--- src/rtl/asd_pkg.sv ---
`timescale 1ns/1ps
package asd_pkg;

    typedef enum logic {
        SEQ_IDLE  = 1'b0,
        SEQ_SHIFT = 1'b1
    } seq_state_e;

    typedef struct packed {
        logic valid;
        logic bitval;
        logic done;
    } seq_out_t;

    function automatic int cost_width(input int n);
        return $clog2(n + 1);
    endfunction

    function automatic int index_width(input int n);
        return (n > 1) ? $clog2(n) : 1;
    endfunction

endpackage

--- src/rtl/asd_overlap_cost.sv ---
`timescale 1ns/1ps
module asd_overlap_cost
    import asd_pkg::*;
#(
    parameter int N = 4,
    localparam int CW = cost_width(N)
) (
    input  logic [N-1:0]  cur,
    input  logic [N-1:0]  tgt,
    output logic [CW-1:0] cost
);
    // hit[k]: after k shifts the surviving bits of cur line up with tgt's top
    logic [N:0] hit;

    genvar g;
    generate
        for (g = 0; g < N; g++) begin : g_overlap
            assign hit[g] = (cur[N-1-g:0] == tgt[N-1:g]);
        end
    endgenerate
    assign hit[N] = 1'b1;

    always_comb begin
        cost = CW'(N);
        for (int i = N - 1; i >= 0; i--) begin
            if (hit[i]) cost = CW'(i);
        end
    end

endmodule

--- src/rtl/asd_addr_reg.sv ---
`timescale 1ns/1ps
module asd_addr_reg #(
    parameter int N = 4
) (
    input  logic         clk,
    input  logic         rst,
    input  logic         shift_en,
    input  logic         shift_in,
    output logic [N-1:0] addr_q
);
    always_ff @(posedge clk) begin
        if (rst) begin
            addr_q <= '0;
        end else if (shift_en) begin
            addr_q <= {addr_q[N-2:0], shift_in};
        end
    end
endmodule

--- src/rtl/asd_shift_seq.sv ---
`timescale 1ns/1ps
module asd_shift_seq
    import asd_pkg::*;
#(
    parameter int N = 4,
    localparam int CW = cost_width(N),
    localparam int IW = index_width(N)
) (
    input  logic          clk,
    input  logic          rst,
    input  logic          start,
    input  logic [N-1:0]  tgt,
    input  logic [CW-1:0] cost,
    output logic          busy,
    output seq_out_t      out,
    output logic [N-1:0]  job_addr
);
    seq_state_e    state;
    logic [N-1:0]  tgt_q;
    logic [CW-1:0] rem;
    logic          done_q;
    logic [IW-1:0] idx;

    always_ff @(posedge clk) begin
        if (rst) begin
            state  <= SEQ_IDLE;
            tgt_q  <= '0;
            rem    <= '0;
            done_q <= 1'b0;
        end else begin
            done_q <= 1'b0;
            case (state)
                SEQ_IDLE: begin
                    if (start) begin
                        tgt_q <= tgt;
                        rem   <= cost;
                        if (cost == '0) done_q <= 1'b1;
                        else            state  <= SEQ_SHIFT;
                    end
                end
                SEQ_SHIFT: begin
                    rem <= rem - CW'(1);
                    if (rem == CW'(1)) begin
                        state  <= SEQ_IDLE;
                        done_q <= 1'b1;
                    end
                end
                default: state <= SEQ_IDLE;
            endcase
        end
    end

    always_comb begin
        idx        = IW'(rem - CW'(1));
        busy       = (state == SEQ_SHIFT);
        out.valid  = busy;
        out.bitval = busy ? tgt_q[idx] : 1'b0;
        out.done   = done_q;
        job_addr   = tgt_q;
    end


    zero_cost_done_chk: assert property (@(posedge clk) disable iff (rst)
        (start && !busy && cost == '0) |=> (out.done && !out.valid));


    busy_start_ignored_chk: assert property (@(posedge clk) disable iff (rst)
        (start && busy) |=> (tgt_q == $past(tgt_q)));


    done_not_shifting_chk: assert property (@(posedge clk) disable iff (rst)
        out.done |-> !out.valid);

endmodule

--- src/rtl/asd_shift_distance.sv ---
`timescale 1ns/1ps
module asd_shift_distance
    import asd_pkg::*;
#(
    parameter int N = 4,
    localparam int CW = cost_width(N)
) (
    input  logic          clk,
    input  logic          rst,
    input  logic [N-1:0]  target,
    input  logic          start,
    output logic [CW-1:0] cost,
    output logic [N-1:0]  addr_q,
    output logic          busy,
    output logic          shift_valid,
    output logic          shift_bit,
    output logic          done
);
    seq_out_t     seq_o;
    logic [N-1:0] job_addr;

    asd_overlap_cost #(.N(N)) u_cost (
        .cur  (addr_q),
        .tgt  (target),
        .cost (cost)
    );

    asd_shift_seq #(.N(N)) u_seq (
        .clk      (clk),
        .rst      (rst),
        .start    (start),
        .tgt      (target),
        .cost     (cost),
        .busy     (busy),
        .out      (seq_o),
        .job_addr (job_addr)
    );

    asd_addr_reg #(.N(N)) u_areg (
        .clk      (clk),
        .rst      (rst),
        .shift_en (seq_o.valid),
        .shift_in (seq_o.bitval),
        .addr_q   (addr_q)
    );

    assign shift_valid = seq_o.valid;
    assign shift_bit   = seq_o.bitval;
    assign done        = seq_o.done;


    equal_zero_cost_chk: assert property (@(posedge clk) disable iff (rst)
        (addr_q == target) |-> (cost == '0));


    cost_bound_chk: assert property (@(posedge clk) disable iff (rst)
        cost <= CW'(N));


    done_reached_chk: assert property (@(posedge clk) disable iff (rst)
        done |-> (addr_q == job_addr));

endmodule

--- config.mk ---
export PLATFORM = sky130hd
export DESIGN_NAME = asd_shift_distance
export DESIGN_NICKNAME = d
export VERILOG_FILES = /design/src/rtl/asd_pkg.sv /design/src/rtl/asd_overlap_cost.sv /design/src/rtl/asd_addr_reg.sv /design/src/rtl/asd_shift_seq.sv /design/src/rtl/asd_shift_distance.sv
export SDC_FILE = /design/constraint.sdc
export NUM_CORES = 1
export LEC_CHECK = 0
export BUFFER_PORTS_ARGS = -buffer_cell sky130_fd_sc_hd__clkbuf_2
export CORE_UTILIZATION = 40
export DETAILED_ROUTE_END_ITERATION = 8
export GPL_TIMING_DRIVEN = 0
export PLACE_DENSITY = 0.59
export SYNTH_ARGS = -nofsm -noshare
export SYNTH_HDL_FRONTEND = slang
export SYNTH_SLANG_ARGS = --single-unit
--- constraint.sdc ---
create_clock -name clk -period 2.3 [get_ports clk]
set_input_delay 0.345 -clock clk [delete_from_list [all_inputs] [get_ports clk]]
set_output_delay 0.345 -clock clk [all_outputs]
set_load 0.01 [all_outputs]
== Word-level counts from Yosys, hierarchy flattened ==
Index checks and enable logic that the tools add are counted.

* Word-level logic and storage cells: 33
* Input bits: 7
* Register bits after elaboration: 13
* Output and inout port bits: 11

* $lt $le $gt $ge: 1
* Multiplexer cells: 17
* Reductions and logical operators: 2
* Bitwise operators: 1
* $add $sub $neg: 1
* Equality and inequality tests: 6

{| class="wikitable"
|+ Operator list
! operator !! count
|-
| $mux 3 || 5
|-
| $mux 1 || 8
|-
| $pmux 3 s2 || 1
|-
| $eq 4x4->1 || 1
|-
| $pmux 1 s2 || 2
|-
| $eq 3x1->1 const B || 1
|-
| $eq 3x3->1 || 1
|-
| $logic_not 3->1 || 1
|-
| $lt 2x3->1 const B || 1
|-
| $sub 3x1->3 const B || 1
|-
| $bmux 1 s2 || 1
|-
| $eq 2x2->1 || 1
|-
| $ne 2x2->1 const B || 1
|-
| $reduce_and 2->1 || 1
|-
| $eq 1x1->1 || 1
|-
| $not 1->1 || 1
|}

== Depth between registers and ports, before layout ==
* Depth in word-level cells: 9
* Gate-level depth with buffers: 6
* Mapped depth without buffers: 6

== Hierarchy ==
A second synthesis with hierarchy kept.

* Cells, all modules: 85
* Area, all modules: 745.7 um^2

{| class="wikitable"
|+ Modules (own cells, without submodules)
! module !! seq. area each (um^2) !! area each (um^2) !! cells an instance !! instances
|-
| asd_shift_seq || 180.2 || 456.7 || 51 || 1
|-
| asd_overlap_cost || 0.0 || 148.9 || 21 || 1
|-
| asd_addr_reg || 80.1 || 140.1 || 13 || 1
|}

== Worst setup path before layout ==
No wires, ideal clock.

* Path type: register to output
* From: register u_seq.rem[0]
* To: output port shift_bit
* Data arrival time: 1.342 ns
* Stages on the path, launching flop included: 6
* Buffers on the path: 0
* Path slack: 0.613 ns
* Data required time: 1.955 ns
* Path through: dfxtp_1 -> inv_1 -> ha_1 -> mux4_2 -> nand2_1 -> inv_1

* Cells in the longest elaborated chain, start to end: 4

{| class="wikitable"
|+ Ends and longest elaborated chain
! item !! line !! text
|-
| start, declared || asd_shift_seq.sv:20 || <nowiki>logic [CW-1:0] rem;</nowiki>
|-
| start signal, assigned || asd_shift_seq.sv:36 || <nowiki>rem <= cost;</nowiki>
|-
| start signal, assigned || asd_shift_seq.sv:42 || <nowiki>rem <= rem - CW'(1);</nowiki>
|-
| $sub 3x1->3 || -- ||
|-
| $bmux 1 s2 || asd_shift_seq.sv:57 || <nowiki>out.bitval = busy ? tgt_q[idx] : 1'b0;</nowiki>
|-
| $mux 1 (not written as such) || asd_shift_seq.sv:57 ||
|-
| $mux 1 || asd_shift_seq.sv:57 ||
|-
| end, declared || asd_shift_distance.sv:16 || <nowiki>output logic shift_bit,</nowiki>
|}

No other way between the ends. The select of a mux whose other input is x is not followed.

== Worst setup path in the final report ==
Same ends and word-level chain as after synthesis.

==> reports/qor.csv <==
stage;metric;value;unit
die;io_pins;18;
setup_path;worst_path_most_repeated_cell;inv_1;
status;outcome;complete, no violations;
clocking;clk_latency;0.27;ns
hold_path;hold_class;in2reg;
routing;drtAntennaViolNets;0;
pwr;intPower;0.3784;mW
setup_path;r2r_start;u_seq.rem[0];
routing;drtIter0Drc;5;
final_layout;n_fill_cell;216;
sta;fmax;462.1;MHz
yosys;synth-warning-count;0;
yosys;syn_avg_cell_area;8.784;sq um
setup_path;critical_path.startpoint_type;register;
clocking;clockBufferDepth;2;
die;dieArea;2296;sq um
pwr;p_leak;0.4119;nW
setup_path;critPathMaxStageDelay;0.51;ns
final_layout;insertedDiodeCount;0;
placement;post_dp_cell_area;947.2;sq um
setup_path;worstPathMaxFanout;3;
clocking;numCtsBuffers;3;
routing;route.detailed.wl_per_inst;12.01;um
setup_path;crit_start;u_seq.rem[0];
sta;fin_tns_setup;0;ns
yosys;synthCells;96;
die;core;1962;sq um
pwr;switching_share;30.21;%
final_layout;finalInstanceArea;974.7;sq um
pwr;switchingPower;0.1638;mW
yosys;syn_area;843.3;sq um
setup_path;path_class;reg2out;
die;die_y;47.92;um
placement;port_buffers;14;
yosys;yosysUniqueCellTypes;40;
sta;setup_ws;0.1359;ns
job;drv_cap;0;
sta;setup_violations;0;
final_layout;stdcell_count;141;
sta;tightest_slew;0.4981;ns
yosys;synth.net_count;105;
setup_path;cp.arrival;1.82;ns
global_route;grt_pass1_wl;2.697;mm
final_layout;fin_util;49.68;%
routing;drtPass1Iterations;4;
yosys;synthTopCellsByArea;dfxtp_1, mux2i_1, nor2_1;
setup_path;cp.required;1.96;ns
pwr;power_density;556.3;nW/um^2
yosys;synth_edf_count;0;
sta;fin_skew;0.009110;ns
sta;hold_viol_final;0;
sta;rsz0062_at_grt;false;
sta;slew_headroom;66.79;%
global_route;gr-usage-all-layers;17.01;%
clocking;clkSinkCount;13;
placement;hpwl;1.245;mm
die;rows;16;
setup_path;crit_chain;inv_1 -> ha_1 -> mux4_2 -> nand2_1 -> inv_1 -> clkbuf_2;
routing;vias;729;
pwr;peakVddDrop;0.2839;mV
sta;drv_slew;0;
yosys;ys_seq_area_share;30.86;%
die;die_w;47.92;um
die;start_util;42.98;%
yosys;yosysTopAreaCellShare;30.86;%
yosys;synth_seq_cells;13;
hold_path;hp-start;rst;
pwr;seq_power_share;46.9;%
clocking;post_cts_buffers;0;
yosys;async_reset_ff_share;0;%
routing;drc_errors;0;
global_route;grt_max_degree;11;
sta;hold_ws;0.3355;ns
final_layout;drive_gt1_share;26.32;%
routing;drt-total-wl;1.693;mm
placement;dp_cells;137;
pwr;pwr-share-comb;27.3;%
pwr;power;0.5423;mW
clocking;clkTransAtPathRegs;0.08;ns
pwr;clkPwrFrac;25.8;%
clocking;cts_root_buf;clkbuf_4;
final_layout;syn_to_final_growth;15.58;%
yosys;synth_ff_type;dfxtp_1;
routing;routed_via_density;5.170;
clocking;htreeDepth;1;
sta;fin_crit_sh;94.09;%
sta;fin_crit;2.164;ns
setup_path;worst_path_max_delay_cell;mux4_2;
final_layout;fin_nets;124;
clocking;tritoncts;yes;
global_route;grt_pass1_vias;621;
yosys;synth_top_cell_by_area;dfxtp_1;
placement;dp_slack;0.4014;ns
setup_path;end_kind;primary output;
global_route;antenna_found_initial;0;
placement;globalplace.congestion;0.7646;
global_route;grt_overflow;0;
-- layer usage --
| metal | global-route usage (%) | part of all wire (%) |
|---|---|---|
| met1 | 21.85 | 47 |
| met5 | 0 | 0 |
| met2 | 27.03 | 49 |
| met3 | 5.660 | 3.7 |
| met4 | 5.000 | 0 |
-- repair_timing --
action,in CTS,in global routing
gates resized for setup,0,1
setup endpoints to repair,0,1
hold buffers,0,0
hold endpoints to repair,0,0
-- final cells by class --
| type | instances | area [sq um] | share of cell area (%) |
|---|---|---|---|
| clock buffer | 4 | 26.28 | 2.696 |
| buffer | 10 | 61.31 | 6.290 |
| tap | 27 | 33.78 | 3.466 |
| timing repair buffer | 14 | 70.07 | 7.189 |
| inverter | 5 | 18.77 | 1.926 |
| sequential | 13 | 261.5 | 26.83 |
| multi-input combinational | 68 | 503.0 | 51.60 |
-- sequential cells by signal, summed over array words and instances (netlist names) --
| name | cells |
|---|---|
| u_seq.job_addr | 4 |
| u_seq.rem | 3 |
| u_seq.busy | 1 |
| u_areg.addr_q | 4 |
| u_seq.done_q | 1 |
-- power groups by stage --
stage,registers [mW],clock network [mW],logic (mW)
after floorplan,0.257,0,0.112
after global placement,0.258,0,0.147
after detailed placement,0.259,0,0.148
after CTS,0.253,0.149,0.149
after global routing,0.256,0.159,0.166
final,0.254,0.140,0.148
-- final timing paths --
check                      end  slack (ns)  depth (start not counted)
max reg2reg   u_areg.addr_q[0]        0.74                          5
min               u_seq.rem[0]        0.34                          2
max                  shift_bit        0.14                          6
min reg2reg  u_seq.job_addr[0]        0.49                          2
-- cells by family after synthesis --
group | count (synthesis) | synth area share [%]
XOR/XNOR | 6 | 6.231
AND/OR/NAND/NOR | 33 | 21.81
buffers and inverters | 15 | 9.495
adder cells (fa/ha/maj) | 2 | 2.967
flip-flops | 13 | 30.86
multiplexers | 8 | 10.98
AO/OA/AOI/OAI | 19 | 17.66
-- worst max-delay path, delay by kind of cell (launching register included) --
kind	cells	cell delay [ns]
flip-flops	1	0.36
adder cells (fa/ha/maj)	1	0.33
AND/OR/NAND/NOR	1	0.10
buffers and inverters	3	0.24
multiplexers	1	0.51
-- synth_stat cells (2+ instances only) --
cell,n
buf_6,2
inv_1,5
nor2_1,12
nand2b_1,4
a21oi_1,7
xnor2_1,4
nand4b_1,2
mux2i_1,7
ha_1,2
nor2b_1,3
xor2_1,2
buf_2,3
clkbuf_1,2
nand2_1,3
dfxtp_1,13
-- cells in the final DEF, fill, tap and decap left out, types with 2 or more instances in the layout --
master / n
a21oi_1: 7
mux2i_1: 7
nand2b_1: 4
nor2b_1: 3
buf_2: 3
xor2_1: 2
ha_1: 2
clkbuf_4: 3
inv_1: 5
nand4b_1: 2
nand2_1: 3
xnor2_1: 4
clkbuf_1: 3
clkbuf_2: 15
buf_6: 2
nor2_1: 12
dfxtp_1: 12
No activity file was read; power rests on OpenSTA's default activity.
